`src/rtl/lxu_pkg.sv`:
```
package lxu_pkg;

    typedef enum logic [4:0] {
        OP_AND     = 5'd0,
        OP_OR      = 5'd1,
        OP_XOR     = 5'd2,
        OP_NAND    = 5'd3,
        OP_NOR     = 5'd4,
        OP_EQV     = 5'd5,
        OP_ANDC    = 5'd6,
        OP_ORC     = 5'd7,
        OP_ANDI_LO = 5'd8,
        OP_ANDI_HI = 5'd9,
        OP_ORI_LO  = 5'd10,
        OP_ORI_HI  = 5'd11,
        OP_XORI_LO = 5'd12,
        OP_XORI_HI = 5'd13,
        OP_EXT_B   = 5'd14,
        OP_EXT_H   = 5'd15,
        OP_ADDI    = 5'd16,
        OP_ADDIS   = 5'd17
    } lxu_op_e;

    localparam logic [4:0] LAST_LEGAL_OP = 5'd17;

    typedef enum logic [1:0] {
        FLG_NEVER  = 2'd0,
        FLG_ALWAYS = 2'd1,
        FLG_RECORD = 2'd2
    } flag_rule_e;

    function automatic flag_rule_e flag_rule(lxu_op_e op);
        flag_rule_e r;
        case (op)
            OP_ANDI_LO, OP_ANDI_HI: r = FLG_ALWAYS;
            OP_ORI_LO, OP_ORI_HI, OP_XORI_LO, OP_XORI_HI,
            OP_ADDI, OP_ADDIS:      r = FLG_NEVER;
            default:                r = FLG_RECORD;
        endcase
        return r;
    endfunction

endpackage

```
`src/rtl/lxu_operand.sv`:
```
module lxu_operand
    import lxu_pkg::*;
#(
    parameter int XLEN  = 32,
    parameter int IMM_W = 16,
    parameter int IDX_W = 5
) (
    input  lxu_op_e           op,
    input  logic [XLEN-1:0]   src_a,
    input  logic [IDX_W-1:0]  src_a_idx,
    input  logic [IMM_W-1:0]  imm,
    output logic [XLEN-1:0]   opnd_a,
    output logic [XLEN-1:0]   imm_val
);
    localparam int SEXT_W = XLEN - IMM_W;

    logic [XLEN-1:0] imm_zext;
    logic [XLEN-1:0] imm_high;
    logic [XLEN-1:0] imm_sext;
    logic            base_is_zero;

    always_comb begin
        imm_zext = XLEN'(imm);
        imm_high = imm_zext << IMM_W;
        imm_sext = {{SEXT_W{imm[IMM_W-1]}}, imm};
    end

    always_comb begin
        case (op)
            OP_ANDI_LO, OP_ORI_LO, OP_XORI_LO: imm_val = imm_zext;
            OP_ANDI_HI, OP_ORI_HI, OP_XORI_HI,
            OP_ADDIS:                          imm_val = imm_high;
            OP_ADDI:                           imm_val = imm_sext;
            default:                           imm_val = '0;
        endcase
    end

    // Index zero means "no base" only for the two add-immediate forms.
    always_comb begin
        base_is_zero = ((op == OP_ADDI) || (op == OP_ADDIS)) && (src_a_idx == '0);
        opnd_a       = base_is_zero ? '0 : src_a;
    end

endmodule

```
`src/rtl/lxu_logic.sv`:
```
module lxu_logic
    import lxu_pkg::*;
#(
    parameter int XLEN   = 32,
    parameter int BYTE_W = 8,
    parameter int HALF_W = 16
) (
    input  lxu_op_e          op,
    input  logic [XLEN-1:0]  a,
    input  logic [XLEN-1:0]  b,
    input  logic [XLEN-1:0]  imm_val,
    output logic [XLEN-1:0]  res
);
    localparam int BYTE_PAD = XLEN - BYTE_W;
    localparam int HALF_PAD = XLEN - HALF_W;

    logic [XLEN-1:0] ext_b;
    logic [XLEN-1:0] ext_h;
    logic [XLEN-1:0] sum;

    always_comb begin
        ext_b = {{BYTE_PAD{a[BYTE_W-1]}}, a[BYTE_W-1:0]};
        ext_h = {{HALF_PAD{a[HALF_W-1]}}, a[HALF_W-1:0]};
        sum   = a + imm_val;
    end

    always_comb begin
        case (op)
            OP_AND:                  res = a & b;
            OP_OR:                   res = a | b;
            OP_XOR:                  res = a ^ b;
            OP_NAND:                 res = ~(a & b);
            OP_NOR:                  res = ~(a | b);
            OP_EQV:                  res = ~(a ^ b);
            OP_ANDC:                 res = a & ~b;
            OP_ORC:                  res = a | ~b;
            OP_ANDI_LO, OP_ANDI_HI:  res = a & imm_val;
            OP_ORI_LO, OP_ORI_HI:    res = a | imm_val;
            OP_XORI_LO, OP_XORI_HI:  res = a ^ imm_val;
            OP_EXT_B:                res = ext_b;
            OP_EXT_H:                res = ext_h;
            OP_ADDI, OP_ADDIS:       res = sum;
            default:                 res = '0;
        endcase
    end

endmodule

```
`src/rtl/lxu_cond.sv`:
```
module lxu_cond #(
    parameter int XLEN = 32
) (
    input  logic [XLEN-1:0] res,
    input  logic            so,
    output logic [3:0]      cr
);
    logic lt, gt, eq;

    always_comb begin
        lt = res[XLEN-1];
        eq = (res == '0);
        gt = !lt && !eq;
        cr = {lt, gt, eq, so};
    end

endmodule

```
`src/rtl/lxu_top.sv`:
```
module lxu_top
    import lxu_pkg::*;
#(
    parameter int XLEN   = 32,
    parameter int IMM_W  = 16,
    parameter int IDX_W  = 5,
    parameter int BYTE_W = 8,
    parameter int HALF_W = 16
) (
    input  logic              clk,
    input  logic              rst_n,
    input  logic              in_valid,
    input  logic [4:0]        in_op,
    input  logic [XLEN-1:0]   src_a,
    input  logic [XLEN-1:0]   src_b,
    input  logic [IDX_W-1:0]  src_a_idx,
    input  logic [IMM_W-1:0]  imm16,
    input  logic              rec_bit,
    input  logic              so_in,
    output logic              out_valid,
    output logic [XLEN-1:0]   out_result,
    output logic              out_wr_en,
    output logic              out_cr_wr,
    output logic [3:0]        out_cr
);

    typedef struct packed {
        logic            valid;
        logic [XLEN-1:0] result;
        logic            wr_en;
        logic            cr_wr;
        logic [3:0]      cr;
    } stage_t;

    lxu_op_e         op_c;
    logic [XLEN-1:0] opnd_a;
    logic [XLEN-1:0] imm_val;
    logic [XLEN-1:0] res_c;
    logic [3:0]      cr_c;
    stage_t          stage_d, stage_q;

    assign op_c = lxu_op_e'(in_op);

    lxu_operand #(.XLEN(XLEN), .IMM_W(IMM_W), .IDX_W(IDX_W)) u_operand (
        .op        (op_c),
        .src_a     (src_a),
        .src_a_idx (src_a_idx),
        .imm       (imm16),
        .opnd_a    (opnd_a),
        .imm_val   (imm_val)
    );

    lxu_logic #(.XLEN(XLEN), .BYTE_W(BYTE_W), .HALF_W(HALF_W)) u_logic (
        .op      (op_c),
        .a       (opnd_a),
        .b       (src_b),
        .imm_val (imm_val),
        .res     (res_c)
    );

    lxu_cond #(.XLEN(XLEN)) u_cond (
        .res (res_c),
        .so  (so_in),
        .cr  (cr_c)
    );

    logic       legal;
    logic       is_nop;
    flag_rule_e rule;
    logic       flag_en;

    always_comb begin
        legal   = (in_op <= LAST_LEGAL_OP);
        rule    = flag_rule(op_c);
        is_nop  = (op_c == OP_ORI_LO) && (src_a_idx == '0) && (imm16 == '0);
        flag_en = legal && ((rule == FLG_ALWAYS) || ((rule == FLG_RECORD) && rec_bit));

        stage_d = '0;
        if (in_valid) begin
            stage_d.valid  = 1'b1;
            stage_d.result = legal ? res_c : '0;
            stage_d.wr_en  = legal && !is_nop;
            stage_d.cr_wr  = flag_en;
            stage_d.cr     = flag_en ? cr_c : 4'b0000;
        end
    end

    always_ff @(posedge clk) begin
        if (!rst_n) begin
            stage_q <= '0;
        end else begin
            stage_q <= stage_d;
        end
    end

    assign out_valid  = stage_q.valid;
    assign out_result = stage_q.result;
    assign out_wr_en  = stage_q.wr_en;
    assign out_cr_wr  = stage_q.cr_wr;
    assign out_cr     = stage_q.cr;

    a_r10_latency: assert property (@(posedge clk) disable iff (!rst_n)
        in_valid |=> out_valid);

    a_r10_idle_quiet: assert property (@(posedge clk) disable iff (!rst_n)
        !in_valid |=> (!out_valid && !out_wr_en && !out_cr_wr));

    a_r2_plain_no_flags: assert property (@(posedge clk) disable iff (!rst_n)
        (in_valid && (in_op <= 5'd7) && !rec_bit) |=> !out_cr_wr);

    a_r4_andi_flags: assert property (@(posedge clk) disable iff (!rst_n)
        (in_valid && ((in_op == 5'd8) || (in_op == 5'd9))) |=> out_cr_wr);

    a_r4_orxori_no_flags: assert property (@(posedge clk) disable iff (!rst_n)
        (in_valid && (in_op >= 5'd10) && (in_op <= 5'd13)) |=> !out_cr_wr);

    a_r8_nop_silent: assert property (@(posedge clk) disable iff (!rst_n)
        (in_valid && (in_op == 5'd10) && (src_a_idx == '0) && (imm16 == '0))
        |=> (!out_wr_en && !out_cr_wr));

    a_r9_one_flag: assert property (@(posedge clk) disable iff (!rst_n)
        out_cr_wr |-> ($countones(out_cr[3:1]) == 1));

    a_r9_lt_sign: assert property (@(posedge clk) disable iff (!rst_n)
        out_cr_wr |-> (out_cr[3] == out_result[XLEN-1]));

    a_r6_addis_zero_base: assert property (@(posedge clk) disable iff (!rst_n)
        (in_valid && (in_op == 5'd17) && (src_a_idx == '0))
        |=> (out_result == (XLEN'($past(imm16)) << IMM_W)));

    a_r11_illegal_quiet: assert property (@(posedge clk) disable iff (!rst_n)
        (in_valid && (in_op > 5'd17)) |=> (!out_wr_en && !out_cr_wr));

endmodule

```
`config.mk`:
```
export PLATFORM = sky130hd
export DESIGN_NAME = lxu_top
export DESIGN_NICKNAME = d
export VERILOG_FILES = /design/src/rtl/lxu_pkg.sv /design/src/rtl/lxu_operand.sv /design/src/rtl/lxu_logic.sv /design/src/rtl/lxu_cond.sv /design/src/rtl/lxu_top.sv
export SDC_FILE = /design/constraint.sdc
export NUM_CORES = 1
export LEC_CHECK = 0
export ABC_AREA = 1
export CORE_MARGIN = 2
export CORE_UTILIZATION = 50
export CTS_BUF_LIST = sky130_fd_sc_hd__clkbuf_16
export DETAILED_ROUTE_END_ITERATION = 12
export GPL_ROUTABILITY_DRIVEN = 0
export GPL_TIMING_DRIVEN = 0
export MAX_ROUTING_LAYER = met4
export PLACE_DENSITY = 0.75
export SYNTH_ARGS = -nofsm -noshare
export SYNTH_HDL_FRONTEND = slang
export SYNTH_SLANG_ARGS = --single-unit
```
`constraint.sdc`:
```
create_clock -name clk -period 5.25 [get_ports clk]
set_input_delay 1.05 -clock clk [delete_from_list [all_inputs] [get_ports clk]]
set_output_delay 1.05 -clock clk [all_outputs]
set_load 0.01 [all_outputs]
```
==> results.txt <==
Yosys Warn Count: 0
hold-fix buffers at CTS: 0
required time worst endpoint: 5.49 ns
Synth area leader: nand2_1
Hold Violations, Final: 0
Seq/Total Area, Yosys: 0.0913
post-synthesis mux area share: 0.00117
data arrival time of the worst path: 5.17 ns
die width: 135 um
hold wc startpoint: in_op[4]
fin crit period: 4.93 ns
drc violations: 0
number of top-level pins: 134
critical path class: in2reg
Period Utilization, post-route: 0.939
status: completed
Worst Max-Slew Pin Slew: 0.999 ns
Remaining Overflow, GRT: 0
P_leak: 5.29 nW
main combinational cell family by area after synthesis: simple AND/OR/NAND/NOR gates
DPL Wire Length: 28300 um
largest net degree at the start of global routing: 14
DR vias: 11.2k
Netlist Area Pre-Place: 8550 um2
Routed WL per cell: 18.4 um
prevailing post-synth register cell: dfxtp_1
crit end category: flip-flop
endpoints failing setup: 0
Final Total Pwr: 1.38 mW
CTS resizes: 0
Max-slew headroom: 0.334
worst hold path depth: 4
setup bufs post-CTS: 0
Core Region: 16600 um2
CTS Buf Count: 5
CTS tree: yes
Peak Freq: 203 MHz
pwr dens: 134 nW/um2
Synth async-reset ratio: 0
Non-Filler Instances: 1897
share of cells above drive strength 1: 0.0829
total wire length: 35000 um
Post-Synthesis Cells: 1539
worst ir drop on vdd: 0.000163 V
CTS Root Cell: clkbuf_16
Area contributors post-synth: nand2_1 18%, ha_1 12%, inv_1 9.5%
Avg Vias per Cell: 5.91
Layout fillers: 1682
Synth Area in Simple Gates: 0.416
top cell type's share of synthesized area: 0.185
total die area: 18200 um2
DR iter-0 viols: 1445
compound-gate portion of the synthesized area: 0.230
Post-Route Setup TNS: 0 ns
Post-synth top cells: 421 x nand2_1, 216 x inv_1, 127 x a21oi_1, 123 x o21ai_0, 120 x nor2_1
crit path max fanout: 10
ANT nets after route: 0
RSZ-0062 raised after global routing: no
nets: 1856
Num Clock Sinks: 39
Placed Cells: 1889
ANT cells: 0
post-synthesis net count: 1719
Die Ht: 135 um
starting density of the core: 0.514
Clock Path Buffers: 2
Seq cells post-synth: 39
Area growth syn-to-layout: 20.4%
first-pass GRT wire length: 53500 um
total iterations of the first detailed-routing run: 8
most frequent cell after synthesis: nand2_1
H-tree Lvls: 2
Synth Area per Inst: 5.55 um2
Worst-path clk slew: 0.08 ns
final max-slew violation count: 0
WHS Endpoint: out_result[1]
Max Cap Viol: 0
antenna violations before repair: 0
worst hold path type: in2reg
Synth cell types: 52
crit start category: primary input
Synth Area in Adders: 0.124
vias in the first global route: 9938
Port-buffer cells: 130
global-route usage over all layers: 0.393
XOR/XNOR Fraction of Synth Area: 0.00102
Post-synth EDFFs: 0
Core Rows: 47
[metal layers]
metal / routed length, um / vias to the layer above / share of wire / GRT usage
met5: 0 / - / 0 / -
met4: 1650 / 0 / 0.047 / 0.162
met3: 5570 / 142 / 0.16 / 0.104
met2: 13700 / 836 / 0.39 / 0.547
met1: 14100 / 4884 / 0.40 / 0.534
li1: - / 5357 / - / -
[area by class of cell]
cell class / instances / area, um2 / area share
Buffer: 50 / 260 / 0.0253
Clock buffer: 5 / 125 / 0.0122
Clock inverter: 3 / 43.8 / 0.00425
Inverter: 240 / 903 / 0.0878
Multi-Input combinational cell: 1210 / 6600 / 0.642
Sequential cell: 39 / 781 / 0.0759
Tap cell: 220 / 275 / 0.0267
Timing Repair Buffer: 130 / 1300 / 0.126
[sequential cells by signal, indices dropped and copies added, names as in the netlist]
register,count
out_result,32
out_cr,4
out_cr_wr,1
out_valid,1
out_wr_en,1
[worst max-delay path, stage by stage]
cell             delay [ns]
clkdlybuf4s50_1        0.70
inv_2                  0.08
nand2_2                0.10
nor2_4                 0.08
nand2_4                0.12
buf_4                  0.26
clkbuf_1               0.34
nand2_1                0.18
inv_1                  0.18
ha_1                   0.35
inv_1                  0.20
o22ai_1                0.11
a21oi_1                0.14
nand3_1                0.08
a31oi_1                0.14
o211ai_1               0.11
a21oi_1                0.33
nand2_1                0.10
nor2_1                 0.16
nand2_1                0.09
nor2_2                 0.12
nand2_1                0.07
nor2_2                 0.07
[power by group]
part / total [mW] / internal, mW / switching (mW)
combinational: 0.702 / 0.256 / 0.446
clock: 0.366 / 0.225 / 0.141
sequential: 0.310 / 0.307 / 0.00276
[through the flow]
step / instance area, um2 / worst slack (ns) / utilization / hold WS (ns)
2_1_floorplan: 8550 / 1.51 / - / 1.16
3_3_place_gp: 10100 / 0.158 / 0.608 / 1.57
3_5_place_dp: 10100 / 0.147 / 0.608 / 1.57
4_1_cts: 10300 / 0.428 / 0.618 / 1.25
5_1_grt: 10300 / 0.00269 / 0.618 / 1.33
6_report: 10300 / 0.319 / 0.618 / 1.25
[worst max-delay path by stage]
stage | start | end | slack [ns] | cells after the start
global placement | in_op[2] | out_cr[1] | 0.16 | 23
global route | in_op[2] | out_cr[1] | 0.003 | 23
CTS | in_op[2] | out_cr[1] | 0.43 | 25
floorplan | in_op[1] | out_cr[1] | 1.51 | 25
finish | in_op[2] | out_cr[1] | 0.32 | 23
detailed placement | in_op[2] | out_cr[1] | 0.15 | 23
[placed cells by master, fill, tap and decap left out, types with 3 or more instances in the layout]
master / netlist / layout
dfxtp_1: 39 / 39
o22ai_1: 19 / 19
ha_1: 85 / 85
nand3_2: 10 / 10
o21ai_1: 3 / 3
o221ai_1: 4 / 4
buf_1: 3 / 3
nor2_1: 120 / 120
clkbuf_1: 29 / 29
nand2_1: 421 / 421
nand4_1: 25 / 25
buf_2: 10 / 10
o2111ai_1: 9 / 9
inv_2: 21 / 21
nor2_4: 10 / 10
nor3_1: 10 / 10
a31oi_1: 8 / 8
nand2_4: 9 / 9
nor2_2: 18 / 18
nand2_2: 31 / 31
a221oi_1: 4 / 4
a21oi_1: 127 / 127
o21ai_0: 123 / 123
o21bai_1: 7 / 7
a2111oi_0: 6 / 6
nand3_1: 107 / 107
a211oi_1: 7 / 7
clkdlybuf4s50_1: 0 / 130
a21oi_2: 4 / 4
inv_1: 216 / 216
nor4_1: 5 / 5
nand3b_1: 4 / 4
buf_6: 4 / 4
o211ai_1: 12 / 12
o311ai_0: 3 / 3
clkbuf_16: 0 / 5
[kinds of logic after synthesis]
logic type,Yosys count
multiplexers,1
AO/OA/AOI/OAI,344
buffers and inverters,290
flip-flops,39
XOR/XNOR,1
AND/OR/NAND/NOR,779
adder cells (fa/ha/maj),85
No activity file was read; power rests on OpenSTA's default activity.
